**src/rtl/sram_ctrl_pkg.sv**
```systemverilog
`timescale 1ns/1ps
package sram_ctrl_pkg;

    localparam int unsigned ADDR_W = 16;
    localparam int unsigned LANE_W = 8;
    localparam int unsigned LANES  = 2;
    localparam int unsigned DATA_W = LANE_W * LANES;

    typedef enum logic [2:0] {
        PH_IDLE     = 3'd0,
        PH_RD_ACC   = 3'd1,
        PH_RD_GAP   = 3'd2,
        PH_WR_SETUP = 3'd3,
        PH_WR_PULSE = 3'd4,
        PH_WR_HOLD  = 3'd5
    } sram_phase_e;

    typedef struct packed {
        logic              we;
        logic [ADDR_W-1:0] addr;
        logic [DATA_W-1:0] wdata;
        logic [LANES-1:0]  be_n;
    } sram_req_t;

    // Nanoseconds to whole cycles, rounded up, at least one.
    function automatic int unsigned ns_to_cyc(int unsigned t_ns, int unsigned clk_ns);
        int unsigned c;
        c = (t_ns + clk_ns - 1) / clk_ns;
        return (c < 1) ? 1 : c;
    endfunction

    function automatic int unsigned max_u(int unsigned a, int unsigned b);
        return (a > b) ? a : b;
    endfunction

    // Ones in lanes that are enabled (active-low mask bit is 0).
    function automatic logic [DATA_W-1:0] lane_keep(logic [LANES-1:0] mask_n);
        logic [DATA_W-1:0] m;
        for (int i = 0; i < int'(LANES); i++)
            m[i*LANE_W +: LANE_W] = {LANE_W{~mask_n[i]}};
        return m;
    endfunction

endpackage

```
**src/rtl/sram_phase_timer.sv**
```systemverilog
`timescale 1ns/1ps
module sram_phase_timer #(
    parameter int unsigned CW = 4
) (
    input  logic          clk,
    input  logic          rst,
    input  logic          load,
    input  logic [CW-1:0] load_val,
    output logic          last
);
    logic [CW-1:0] cnt;

    always_ff @(posedge clk) begin
        if (rst)
            cnt <= '0;
        else if (load)
            cnt <= load_val;
        else if (cnt != '0)
            cnt <= cnt - 1'b1;
    end

    assign last = (cnt == CW'(1));
endmodule

```
**src/rtl/sram_seq_fsm.sv**
```systemverilog
`timescale 1ns/1ps
module sram_seq_fsm
    import sram_ctrl_pkg::*;
#(
    parameter int unsigned N_ACC = 2,
    parameter int unsigned N_WP  = 2,
    parameter int unsigned N_HZ  = 1
) (
    input  logic        clk,
    input  logic        rst,
    input  logic        req,
    input  logic        req_we,
    output sram_phase_e phase,
    output logic        accept,
    output logic        capture
);
    localparam int unsigned N_MAX = max_u(max_u(N_ACC, N_WP), N_HZ);
    localparam int unsigned CW    = $clog2(N_MAX + 1) + 1;

    sram_phase_e   state, nxt;
    logic          t_load, t_last;
    logic [CW-1:0] t_val;

    sram_phase_timer #(.CW(CW)) u_timer (
        .clk      (clk),
        .rst      (rst),
        .load     (t_load),
        .load_val (t_val),
        .last     (t_last)
    );

    always_comb begin
        nxt     = state;
        t_load  = 1'b0;
        t_val   = '0;
        accept  = 1'b0;
        capture = 1'b0;
        case (state)
            PH_IDLE: begin
                if (req) begin
                    accept = 1'b1;
                    if (req_we) begin
                        nxt = PH_WR_SETUP;
                    end else begin
                        nxt    = PH_RD_ACC;
                        t_load = 1'b1;
                        t_val  = CW'(N_ACC);
                    end
                end
            end
            PH_RD_ACC: begin
                if (t_last) begin
                    capture = 1'b1;
                    nxt     = PH_RD_GAP;
                    t_load  = 1'b1;
                    t_val   = CW'(N_HZ);
                end
            end
            PH_RD_GAP: begin
                if (t_last) nxt = PH_IDLE;
            end
            PH_WR_SETUP: begin
                nxt    = PH_WR_PULSE;
                t_load = 1'b1;
                t_val  = CW'(N_WP);
            end
            PH_WR_PULSE: begin
                if (t_last) nxt = PH_WR_HOLD;
            end
            PH_WR_HOLD: nxt = PH_IDLE;
            default:    nxt = PH_IDLE;
        endcase
    end

    always_ff @(posedge clk) begin
        if (rst) state <= PH_IDLE;
        else     state <= nxt;
    end

    assign phase = state;
endmodule

```
**src/rtl/sram_lane_path.sv**
```systemverilog
`timescale 1ns/1ps
module sram_lane_path
    import sram_ctrl_pkg::*;
(
    input  logic              clk,
    input  logic              rst,
    input  logic              accept,
    input  sram_req_t         req_in,
    input  logic              capture,
    input  sram_phase_e       phase,
    input  logic [DATA_W-1:0] dq_in,
    output logic [DATA_W-1:0] rdata,
    output logic              rvalid,
    output logic [ADDR_W-1:0] mem_addr,
    output logic              mem_ce_n,
    output logic              mem_oe_n,
    output logic              mem_we_n,
    output logic [LANES-1:0]  mem_be_n,
    output logic [DATA_W-1:0] dq_out,
    output logic              dq_oe
);
    sram_req_t req_q;
    logic      sel, wr_ph;

    always_ff @(posedge clk) begin
        if (rst) begin
            req_q  <= '0;
            rvalid <= 1'b0;
        end else begin
            rvalid <= capture;
            if (accept) req_q <= req_in;
        end
    end

    assign wr_ph = (phase == PH_WR_SETUP) || (phase == PH_WR_PULSE) || (phase == PH_WR_HOLD);
    assign sel   = wr_ph || (phase == PH_RD_ACC);

    for (genvar g = 0; g < int'(LANES); g++) begin : g_lane
        always_ff @(posedge clk) begin
            if (rst)
                rdata[g*LANE_W +: LANE_W] <= '0;
            else if (capture)
                rdata[g*LANE_W +: LANE_W] <= req_q.be_n[g] ? '0 : dq_in[g*LANE_W +: LANE_W];
        end
        assign mem_be_n[g] = ~sel | req_q.be_n[g];
    end

    assign mem_addr = req_q.addr;
    assign mem_ce_n = ~sel;
    assign mem_oe_n = ~(phase == PH_RD_ACC);
    assign mem_we_n = ~(phase == PH_WR_PULSE);
    assign dq_out   = req_q.wdata;
    assign dq_oe    = wr_ph;
endmodule

```
**src/rtl/sram_async_ctrl.sv**
```systemverilog
`timescale 1ns/1ps
module sram_async_ctrl
    import sram_ctrl_pkg::*;
#(
    parameter int unsigned CLK_PERIOD_NS = 5,
    parameter int unsigned T_AA_NS       = 10,
    parameter int unsigned T_WP_NS       = 7,
    parameter int unsigned T_DW_NS       = 5,
    parameter int unsigned T_HZ_NS       = 5
) (
    input  logic              clk,
    input  logic              rst,
    input  logic              req,
    input  logic              we,
    input  logic [ADDR_W-1:0] addr,
    input  logic [DATA_W-1:0] wdata,
    input  logic [LANES-1:0]  be_n,
    output logic              busy,
    output logic [DATA_W-1:0] rdata,
    output logic              rvalid,
    output logic [ADDR_W-1:0] mem_addr,
    output logic              mem_ce_n,
    output logic              mem_oe_n,
    output logic              mem_we_n,
    output logic [LANES-1:0]  mem_be_n,
    output logic [DATA_W-1:0] mem_dq_out,
    output logic              mem_dq_oe,
    input  logic [DATA_W-1:0] mem_dq_in
);
    localparam int unsigned N_ACC = ns_to_cyc(T_AA_NS, CLK_PERIOD_NS);
    localparam int unsigned N_WP  = max_u(ns_to_cyc(T_WP_NS, CLK_PERIOD_NS),
                                          ns_to_cyc(T_DW_NS, CLK_PERIOD_NS));
    localparam int unsigned N_HZ  = ns_to_cyc(T_HZ_NS, CLK_PERIOD_NS);

    sram_phase_e phase;
    logic        accept, capture;
    sram_req_t   req_in;

    assign req_in = '{we: we, addr: addr, wdata: wdata, be_n: be_n};

    sram_seq_fsm #(.N_ACC(N_ACC), .N_WP(N_WP), .N_HZ(N_HZ)) u_fsm (
        .clk     (clk),
        .rst     (rst),
        .req     (req),
        .req_we  (we),
        .phase   (phase),
        .accept  (accept),
        .capture (capture)
    );

    sram_lane_path u_lanes (
        .clk      (clk),
        .rst      (rst),
        .accept   (accept),
        .req_in   (req_in),
        .capture  (capture),
        .phase    (phase),
        .dq_in    (mem_dq_in),
        .rdata    (rdata),
        .rvalid   (rvalid),
        .mem_addr (mem_addr),
        .mem_ce_n (mem_ce_n),
        .mem_oe_n (mem_oe_n),
        .mem_we_n (mem_we_n),
        .mem_be_n (mem_be_n),
        .dq_out   (mem_dq_out),
        .dq_oe    (mem_dq_oe)
    );

    assign busy = (phase != PH_IDLE);
endmodule

```
**config.mk**
```make
export PLATFORM = sky130hd
export DESIGN_NAME = sram_async_ctrl
export DESIGN_NICKNAME = d
export VERILOG_FILES = /design/src/rtl/sram_ctrl_pkg.sv /design/src/rtl/sram_phase_timer.sv /design/src/rtl/sram_seq_fsm.sv /design/src/rtl/sram_lane_path.sv /design/src/rtl/sram_async_ctrl.sv
export SDC_FILE = /design/constraint.sdc
export NUM_CORES = 1
export LEC_CHECK = 0
export ABC_AREA = 0
export CAP_MARGIN = 20
export CORE_MARGIN = 2
export CORE_UTILIZATION = 62
export CTS_BUF_LIST = sky130_fd_sc_hd__clkbuf_16
export DETAILED_ROUTE_END_ITERATION = 8
export DONT_BUFFER_PORTS = 1
export PLACE_DENSITY = 0.77
export SYNTH_ARGS = -nofsm -noshare
export SYNTH_HDL_FRONTEND = slang
export SYNTH_SLANG_ARGS = --single-unit
```
**constraint.sdc**
```tcl
create_clock -name clk -period 2.2 [get_ports clk]
set_clock_uncertainty 0.05 [all_clocks]
set_input_delay 0 -clock clk [delete_from_list [all_inputs] [get_ports clk]]
set_output_delay 0 -clock clk [all_outputs]
set_load 0.02 [all_outputs]
```
Word level (Yosys, flattened, before mapping) --
Index checks and enable logic that the tools add are counted. Widths: inputs -> output; s select.
Cells by class: reductions and logical operators 8, add/sub/neg operators 1, bitwise logic cells 5, mux-type cells 21, equal/unequal tests 10
Operator list (count):
- $mux 3 | 7
- $mux 8 | 2
- $pmux 3 s5 | 1
- $pmux 3 s3 | 1
- $mux 1 | 7
- $eq 3x1->1 const B | 2
- $eq 3x2->1 const B | 2
- $eq 3x3->1 const B | 2
- $ne 2x1->1 const B | 3
- $reduce_bool 3->1 | 2
- $mux 2 | 2
- $reduce_and 4->1 | 1
- $logic_not 3->1 | 1
- $logic_or 1x1->1 | 3
- $not 1->1 | 3
- $pmux 1 s3 | 1
- $sub 3x1->3 const B | 1
- $ne 2x2->1 const B | 1
- $or 1x1->1 | 2
- $reduce_bool 2->1 | 1
Word-level totals: register bits 57, logic and storage cells 53, output and inout port bits 56

Depth between registers and ports, before layout --
Gate-level depths: netlist of the first run.
word-level depth 6, depth in mapped cells 8

Modules after synthesis --
Synthesis of the first run repeated with hierarchy kept, for this count alone.
Unflattened totals: cells, all modules 270, area, all modules 2645.0 um^2
Modules (own cells, without submodules):
- sram_lane_path | cells each 221, seq. area each 1021.0 um^2, area each 2215.9 um^2, times used 1
- sram_phase_timer | cells each 23, seq. area each 60.1 um^2, area each 224.0 um^2, times used 1
- sram_seq_fsm | cells each 25, seq. area each 60.1 um^2, area each 198.9 um^2, times used 1
- sram_async_ctrl | cells each 1, seq. area each 0.0 um^2, area each 6.3 um^2, times used 1

Worst setup path before layout of the first run --
OpenSTA, ideal clock, no wires.
path type reg-to-reg, from reg u_fsm.u_timer.cnt[1], to reg u_fsm.state[1] (netlist: u_fsm.phase[1]), arrival 1.407 ns, required time 2.035 ns, cell stages (with the launch flop) 6, setup time 0.115 ns, clock period less this slack 1.571 ns, slack 0.629 ns, path buffers 0, cells stage by stage dfxtp_1 -> inv_1 -> ha_1 -> nor2b_1 -> mux2_2 -> a2111oi_0
Between the ends: word-level cells in the longest chain between the ends 3, elaborated cells between the ends (all ways) 5, those cells by class 4 x eq/ne; 1 x reduce/logical
Ends and longest elaborated chain:
- start, declared | RTL line sram_phase_timer.sv:11 | logic [CW-1:0] cnt;
- start signal, assigned | RTL line sram_phase_timer.sv:17 | cnt <= load_val;
- start signal, assigned | RTL line sram_phase_timer.sv:19 | cnt <= cnt - 1'b1;
- $eq 3x1->1 * | RTL line sram_phase_timer.sv:22 | assign last = (cnt == CW'(1));
- $ne 2x1->1 (no source line)
- $reduce_and 4->1 (no source line) *
- end signal, assigned | RTL line sram_seq_fsm.sv:77 | else state <= nxt;
- end, declared | RTL line sram_seq_fsm.sv:20 | sram_phase_e state, nxt;
Mark *: on every way between the ends. The rest lies on a longest branch, timed or not. A chain may end at the register's enable or synchronous reset.

Worst setup path after layout of the first run --
from reg u_fsm.u_timer.cnt[1], to reg u_lanes.rdata[0]
Between the ends: word-level cells in the longest chain between the ends 3
Ends and longest elaborated chain:
- $eq 3x1->1 | RTL line sram_phase_timer.sv:22
- $mux 1 | RTL line sram_seq_fsm.sv:52 | if (t_last) begin
- $mux 1 | RTL line sram_seq_fsm.sv:38 | case (state)
- end signal, assigned by index | RTL line sram_lane_path.sv:43 | rdata[g*LANE_W +: LANE_W] <= req_q.be_n[g] ? '0 : dq_in[g*LANE_W +: LANE_W];
- end, declared | RTL line sram_lane_path.sv:12 | output logic [DATA_W-1:0] rdata,
No other way between the ends.

==> run metrics, run 1 <==
global-route track usage on met1 29.1%; met3 Use GR 8.00%; final count of hold timing violations 0; CP Data Required Time between 2000 and 2500 ps; grt total ovfl 0; vias in the first global route 1994; post-DR vias/cell 5.46; Syn Std Cell Area 0.00247 sq mm; Nets 384; Synth top area share between 40 and 50%; layout cells sized above 1 7.25%; Reg2Reg Depth 8; Wirelength per Cell 15.6 microns; Post-DP HPWL 3070 microns; detailed-route via count 2069; sequential element share of the synthesized area between 40% and 50%; Mapped Nets roughly 360; core area 0.00374 sq mm; Num CTS Buffers 9; Synth area leader dfxtp_1; H-tree depth 3; IO Count 110; Area Overhead vs Synth 25.8%; Starting Density 66.0%; Rows 22; grt met2 use a little under half; number of diodes 0; synthesized instance count approximately 300; Power Dens Cells 1080 mW/mm^2; Critical Path End Type register; first-pass GRT wire length just under 9000 microns; DRC viols 0; CTS Root Cell clkbuf_16; Hold WS 38.9 ps; Max FO, Critical Path 16; CP Class register to register; Finished Cell Area 0.00311 sq mm; P_leak roughly 1.2 nW; largest net degree at the start of global routing 58; Hold Crit Class input port to register; Clock Sinks 57; Antenna Nets Post-Route 0; Rel. slew slack a little under three fifths; 1st-iter DRT viols 138; Die W between 60 and 70 microns; final setup fails 0; placed cell area 0.00223 sq mm; peak supply drop 0.000596 V; GRT busiest layer met2; post-synth cell types 30; number of setup buffers added after CTS 0; max cap viols 0; Worst-path clk slew 50 ps; outcome completed; Arr. time, crit path approximately 2300 ps; dominant cells by area after synthesis dfxtp_1 (46%), nand2_1 (14%), a21oi_1 (11%), buf_4 (11%), nand3b_1 (5.2%); Die Y 67.2 microns; IO Port Bufs 0; Peak Freq 478 MHz; WL final ~5900 microns; TritonCTS clock tree yes; fin crit share 95.2%; clk_lat worst skew ~310 ps; First-pass DRT Iterations 5; Final GP Congestion between 0.7 and 0.8; Max Slew Vio Count 0; Fin Setup TNS 0 ps; Final Power 3.37 mW; Mean Syn Cell Area 8.13 sq um; initial antenna violation count 0; gr usage total 26.7%; Die Area 0.00451 sq mm; worst slew pin tran 649 ps; Synth Warn # 0; clk buf depth 2; Yosys reg bits 57; Tmin final 2090 ps; Hold Path Stages 3; Critical Path Start Type register
[synth_stat cells, drive strengths merged]
cell,instances
xor2,1
or3,1
o211ai,1
ha,3
a2111oi,2
nand2b,4
inv,5
nor2b,2
or4b,1
and4b,1
buf,39
nand2,91
a211oi,1
nor2,4
o21a,1
mux2,1
a21oi,53
and3b,1
o21ai,3
nand3b,17
and2,1
nor3,1
a221oi,1
dfxtp,57
clkbuf,11
o21bai,1
[report_power, final]
| part | switching, mW | total [mW] | internal (mW) |
|---|---|---|---|
| Combinational | 0.406 | 0.706 | 0.300 |
| Sequential | 0.231 | 1.40 | 1.17 |
| Clock | 0.418 | 1.27 | 0.850 |
| Total | 1.06 | 3.37 | 2.32 |
[layout make-up]
| class | instances | area, sq um |
|---|---|---|
| Clock buffer | 9 | 225 |
| Clock inverter | 6 | 51.3 |
| Fill cell | 211 | 633 |
| Inverter | 5 | 18.8 |
| Multi-Input combinational cell | 192 | 993 |
| Sequential cell | 57 | 1140 |
| Tap cell | 48 | 60.1 |
| Timing Repair Buffer | 62 | 621 |
[logic make-up after synthesis]
| logic type | count (synthesis) | share of synthesized area (%) |
|---|---|---|
| buffers and inverters | 55 | 14.2 |
| multiplexers | 1 | 0.455 |
| AO/OA/AOI/OAI | 63 | 13.9 |
| adder cells (fa/ha/maj) | 3 | 1.52 |
| XOR/XNOR | 1 | 0.354 |
| flip-flops | 57 | 46.2 |
| AND/OR/NAND/NOR | 124 | 23.5 |
[per-stage QoR]
step / cells / utilization (%) / worst slack (ps)
after floorplan: 304 / - / 629
after global placement: 306 / 59.6 / 566
after detailed placement: 306 / 59.6 / 471
after CTS: 379 / 82.8 / 23.7
after global routing: 379 / 83.1 / -3.47
final: 379 / 83.1 / 106
[per-layer routing]
metal / routed length, microns / vias to the layer above
met1: 2220 / 955
met4: 87 / 0
met5: 0 / -
li1: - / 1009
met2: 3080 / 97
met3: 530 / 8
[cell usage in the layout (no fill, tap or decap), drive strengths merged]
cell type	n
inv	6
and4b	1
a221oi	1
buf	5
xor2	1
and3b	1
nand2b	4
nor3	1
or4b	1
nand3b	17
clkbuf	9
o211ai	1
nor2b	2
a211oi	1
o21bai	1
nor2	4
a2111oi	2
o21ai	3
mux2	1
o21a	1
dfxtp	57
and2	1
nand2	91
ha	3
bufinv	1
or3	1
a21oi	53
clkinv	4
dlygate4sd3	57
[critical path, cell delays in order, from the launching register on]
cell	delay (ps)
dfxtp_1	310
inv_1	90
ha_1	160
nor2b_4	190
and3b_1	190
buf_4	210
nand3b_1	110
a21oi_1	160
dlygate4sd3_1	570
[what timing repair did]
action | 4_1_cts | 5_1_grt
endpoints found under the setup margin | 0 | 5
endpoints found under the hold margin | 57 | 0
gates resized for setup | 0 | 3
hold buffers | 58 | 0
[path summary, 6_finish.rpt]
kind                        startpoint                   end  slack (ps)
setup reg to reg  u_fsm.u_timer.cnt[1]      u_lanes.rdata[0]         110
setup / recovery  u_fsm.u_timer.cnt[1]      u_lanes.rdata[0]         110
hold / removal                      we  u_fsm.u_timer.cnt[0]          40
hold reg to reg   u_fsm.u_timer.cnt[1]  u_fsm.u_timer.cnt[1]         480
[registers in the layout, summed over array words and instances, names as in the netlist]
register / flops
u_lanes.req_q: 2
u_fsm.phase: 3
u_lanes.mem_addr: 16
u_fsm.u_timer.cnt: 3
u_lanes.rvalid: 1
u_lanes.dq_out: 16
u_lanes.rdata: 16
(Power assumes the default switching activity.)
==> run 2, diff against run 1 <==
--- a/config.mk
+++ b/config.mk
@@ -5,7 +5,7 @@
 export SDC_FILE = /design/constraint.sdc
 export NUM_CORES = 1
 export LEC_CHECK = 0
-export ABC_AREA = 0
+export ABC_AREA = 1
 export CAP_MARGIN = 20
 export CORE_MARGIN = 2
 export CORE_UTILIZATION = 62
==> run 2 against run 1 <==
Net effect: via count increased by 16%; combinational power increased by 100%; cell count increased by 14%; synthesized cell count increased by 7.6%; die area increased by 4.0%; first-iteration DRC count increased by 30%; maximum frequency increased by 1.7%; highest routed layer unchanged.
==> run metrics, run 2 <==
Peak Freq 485 MHz; Worst-path clk slew 50 ps; Max FO, Critical Path 33; Critical Path Start Type register; Final GP Congestion approximately 0.85; CP Class register to register; Rel. slew slack 71.7%; Hold WS between 30 and 40 ps; P_leak 1.37 nW; Power Dens Cells 1210 mW/mm^2; EDFF count, synth 0; layout cells sized above 1 under 10%; Die Area 0.00469 sq mm; Finished Cell Area 0.00345 sq mm; CP peak stage delay 600 ps; post-DR vias/cell 5.56; crit path max-delay cell type dlygate4sd3_1; clk buf depth 2; Mean Syn Cell Area 7.88 sq um; outcome completed; Nets 433; H-tree depth 3; Fin Setup TNS 0 ps; cell with the most instances after synthesis nand2_1; Util after Layout 86.2%; gr usage total 31.5%; core area 0.00400 sq mm; Async SR Flop Fraction 0%; most common cell after layout, fill and taps aside dlygate4sd3_1; Post-DP HPWL 3290 microns; Synth area leader dfxtp_1; setup ws final 140 ps; Final Power 4.19 mW; Starting Density about 64%; Rows 23; max cap viols 0; Non-Filler Instances 431; Num CTS Buffers 9; Mapped Nets between 300 and 400; WL final ~7500 microns; final count of hold timing violations 0; Tmin final 2060 ps; vias in the first global route 2381; post-synth cell types 27; Antenna Nets Post-Route 0; Synth top area share 44.3%; Hold Crit Class input port to register; initial antenna violation count 0; IO Count 110; Area Overhead vs Synth 33.8%; Yosys reg bits 57; clk_lat worst skew 310 ps; Worst Setup Slack post-DPL between 500 and 600 ps; sequential element share of the synthesized area 44.3%; FILL cells 209; detailed-route via count 2398; number of diodes 0; largest net degree at the start of global routing 37; dpl cells 329; Die W approximately 70 microns; CP cell instances nor2_2, nand2_2, inv_8, nand3_1, dlygate4sd3_1, a21oi_1; final setup fails 0; TritonCTS clock tree yes; synthesized instance count 327; Die Y 68.5 microns; Synth Flop Type dfxtp_1; fin crit share 93.6%; 1st-iter DRT viols 180; DRC viols 0; dominant cells by area after synthesis dfxtp_1 (44%), buf_4 (10%), nand2_1 (10%), nand3_1 (9.7%), a21oi_1 (7.2%); Max Slew Vio Count 0; CTS Root Cell clkbuf_16; peak supply drop between 0.0007 and 0.0008 V; Synth Warn # 0; placed cell area 0.00229 sq mm; Wirelength per Cell 17.3 microns; IO Port Bufs 0; grt total ovfl 0; Critical Path End Type register; First-pass DRT Iterations 4; most frequent cells in the layout dlygate4sd3_1 (85), nand2_1 (71), dfxtp_1 (57); CP Data Required Time 2390 ps; Syn Std Cell Area 0.00258 sq mm; commonest cells in the synthesized netlist nand2_1 (71), dfxtp_1 (57), nand3_1 (50), a21oi_1 (37), buf_4 (36); RSZ-0062 raised after global routing no; first-pass GRT wire length 10700 microns; Clock Sinks 57; Arr. time, crit path roughly 2300 ps; worst slew pin tran 420 ps
run 2: cell count changes after synthesis, sizes merged, moves of 3 or more:
cell    change
nand4       +3
nand2b      -4
clkbuf      -5
buf         +5
nand3      +52
clkinv      +3
o21ai      +16
inv        +11
nor2        +6
nand3b     -17
a21oi      -16
nand2      -17
run 2: logic make-up after synthesis:
logic type                 count (synthesis)  share of synthesized area (%)
AOI/OAI and AO/OA                         57                           12.0
xor gates and xnor gates                   1                          0.340
adders and majority gates                  3                           1.46
buffers and inverters                     69                           16.9
DFF                                       57                           44.3
and+or+nand+nor                          140                           25.0
run 2: final timing paths:
path             startpoint                   end  slack (ps)  depth (start not counted)
min                     req  u_fsm.u_timer.cnt[2]          30                          5
max          u_fsm.phase[0]     u_lanes.dq_out[3]         140                          6
min reg2reg  u_fsm.phase[1]        u_fsm.phase[1]         520                          2
max reg2reg  u_fsm.phase[0]     u_lanes.dq_out[3]         140                          6
run 2: layer usage:
layer / share of wire [%] / global-route usage (%)
met2: 52 / 56.4
met5: 0 / 0
met3: 9.6 / 11.7
met1: 36 / 30.9
met4: 2.9 / 17.5
run 2: layout make-up:
type	instances	area (sq um)	area share (%)
clock buffers	9	225	6.53
clock inverters	7	53.8	1.56
inverters	19	78.8	2.29
multi-input cells	201	1000	29.0
flip-flops and latches	57	1140	33.1
well taps	50	62.6	1.81
repair buffers	88	886	25.7
run 2: worst max-delay path, delay by kind of cell (launching register included):
kind	cells	cell delay (ps)
AOI/OAI and AO/OA	1	150
DFF	1	340
and+or+nand+nor	3	620
buffers and inverters	2	820
run 2: timing repair:
| item | CTS | global route |
|---|---|---|
| endpoints found under the setup margin | 0 | 32 |
| endpoints found under the hold margin | 56 | 0 |
| buffers inserted | 0 | 0 |
| gates resized for setup | 0 | 3 |
| hold buffers | 86 | 0 |
run 2: report_power, final:
group          leakage, nW  switching, mW  internal, mW  total [mW]
Combinational        0.762          0.868         0.538        1.41
Clock                0.144          0.434         0.851        1.29
Sequential           0.466          0.283          1.22        1.50
Total                 1.37           1.58          2.61        4.19
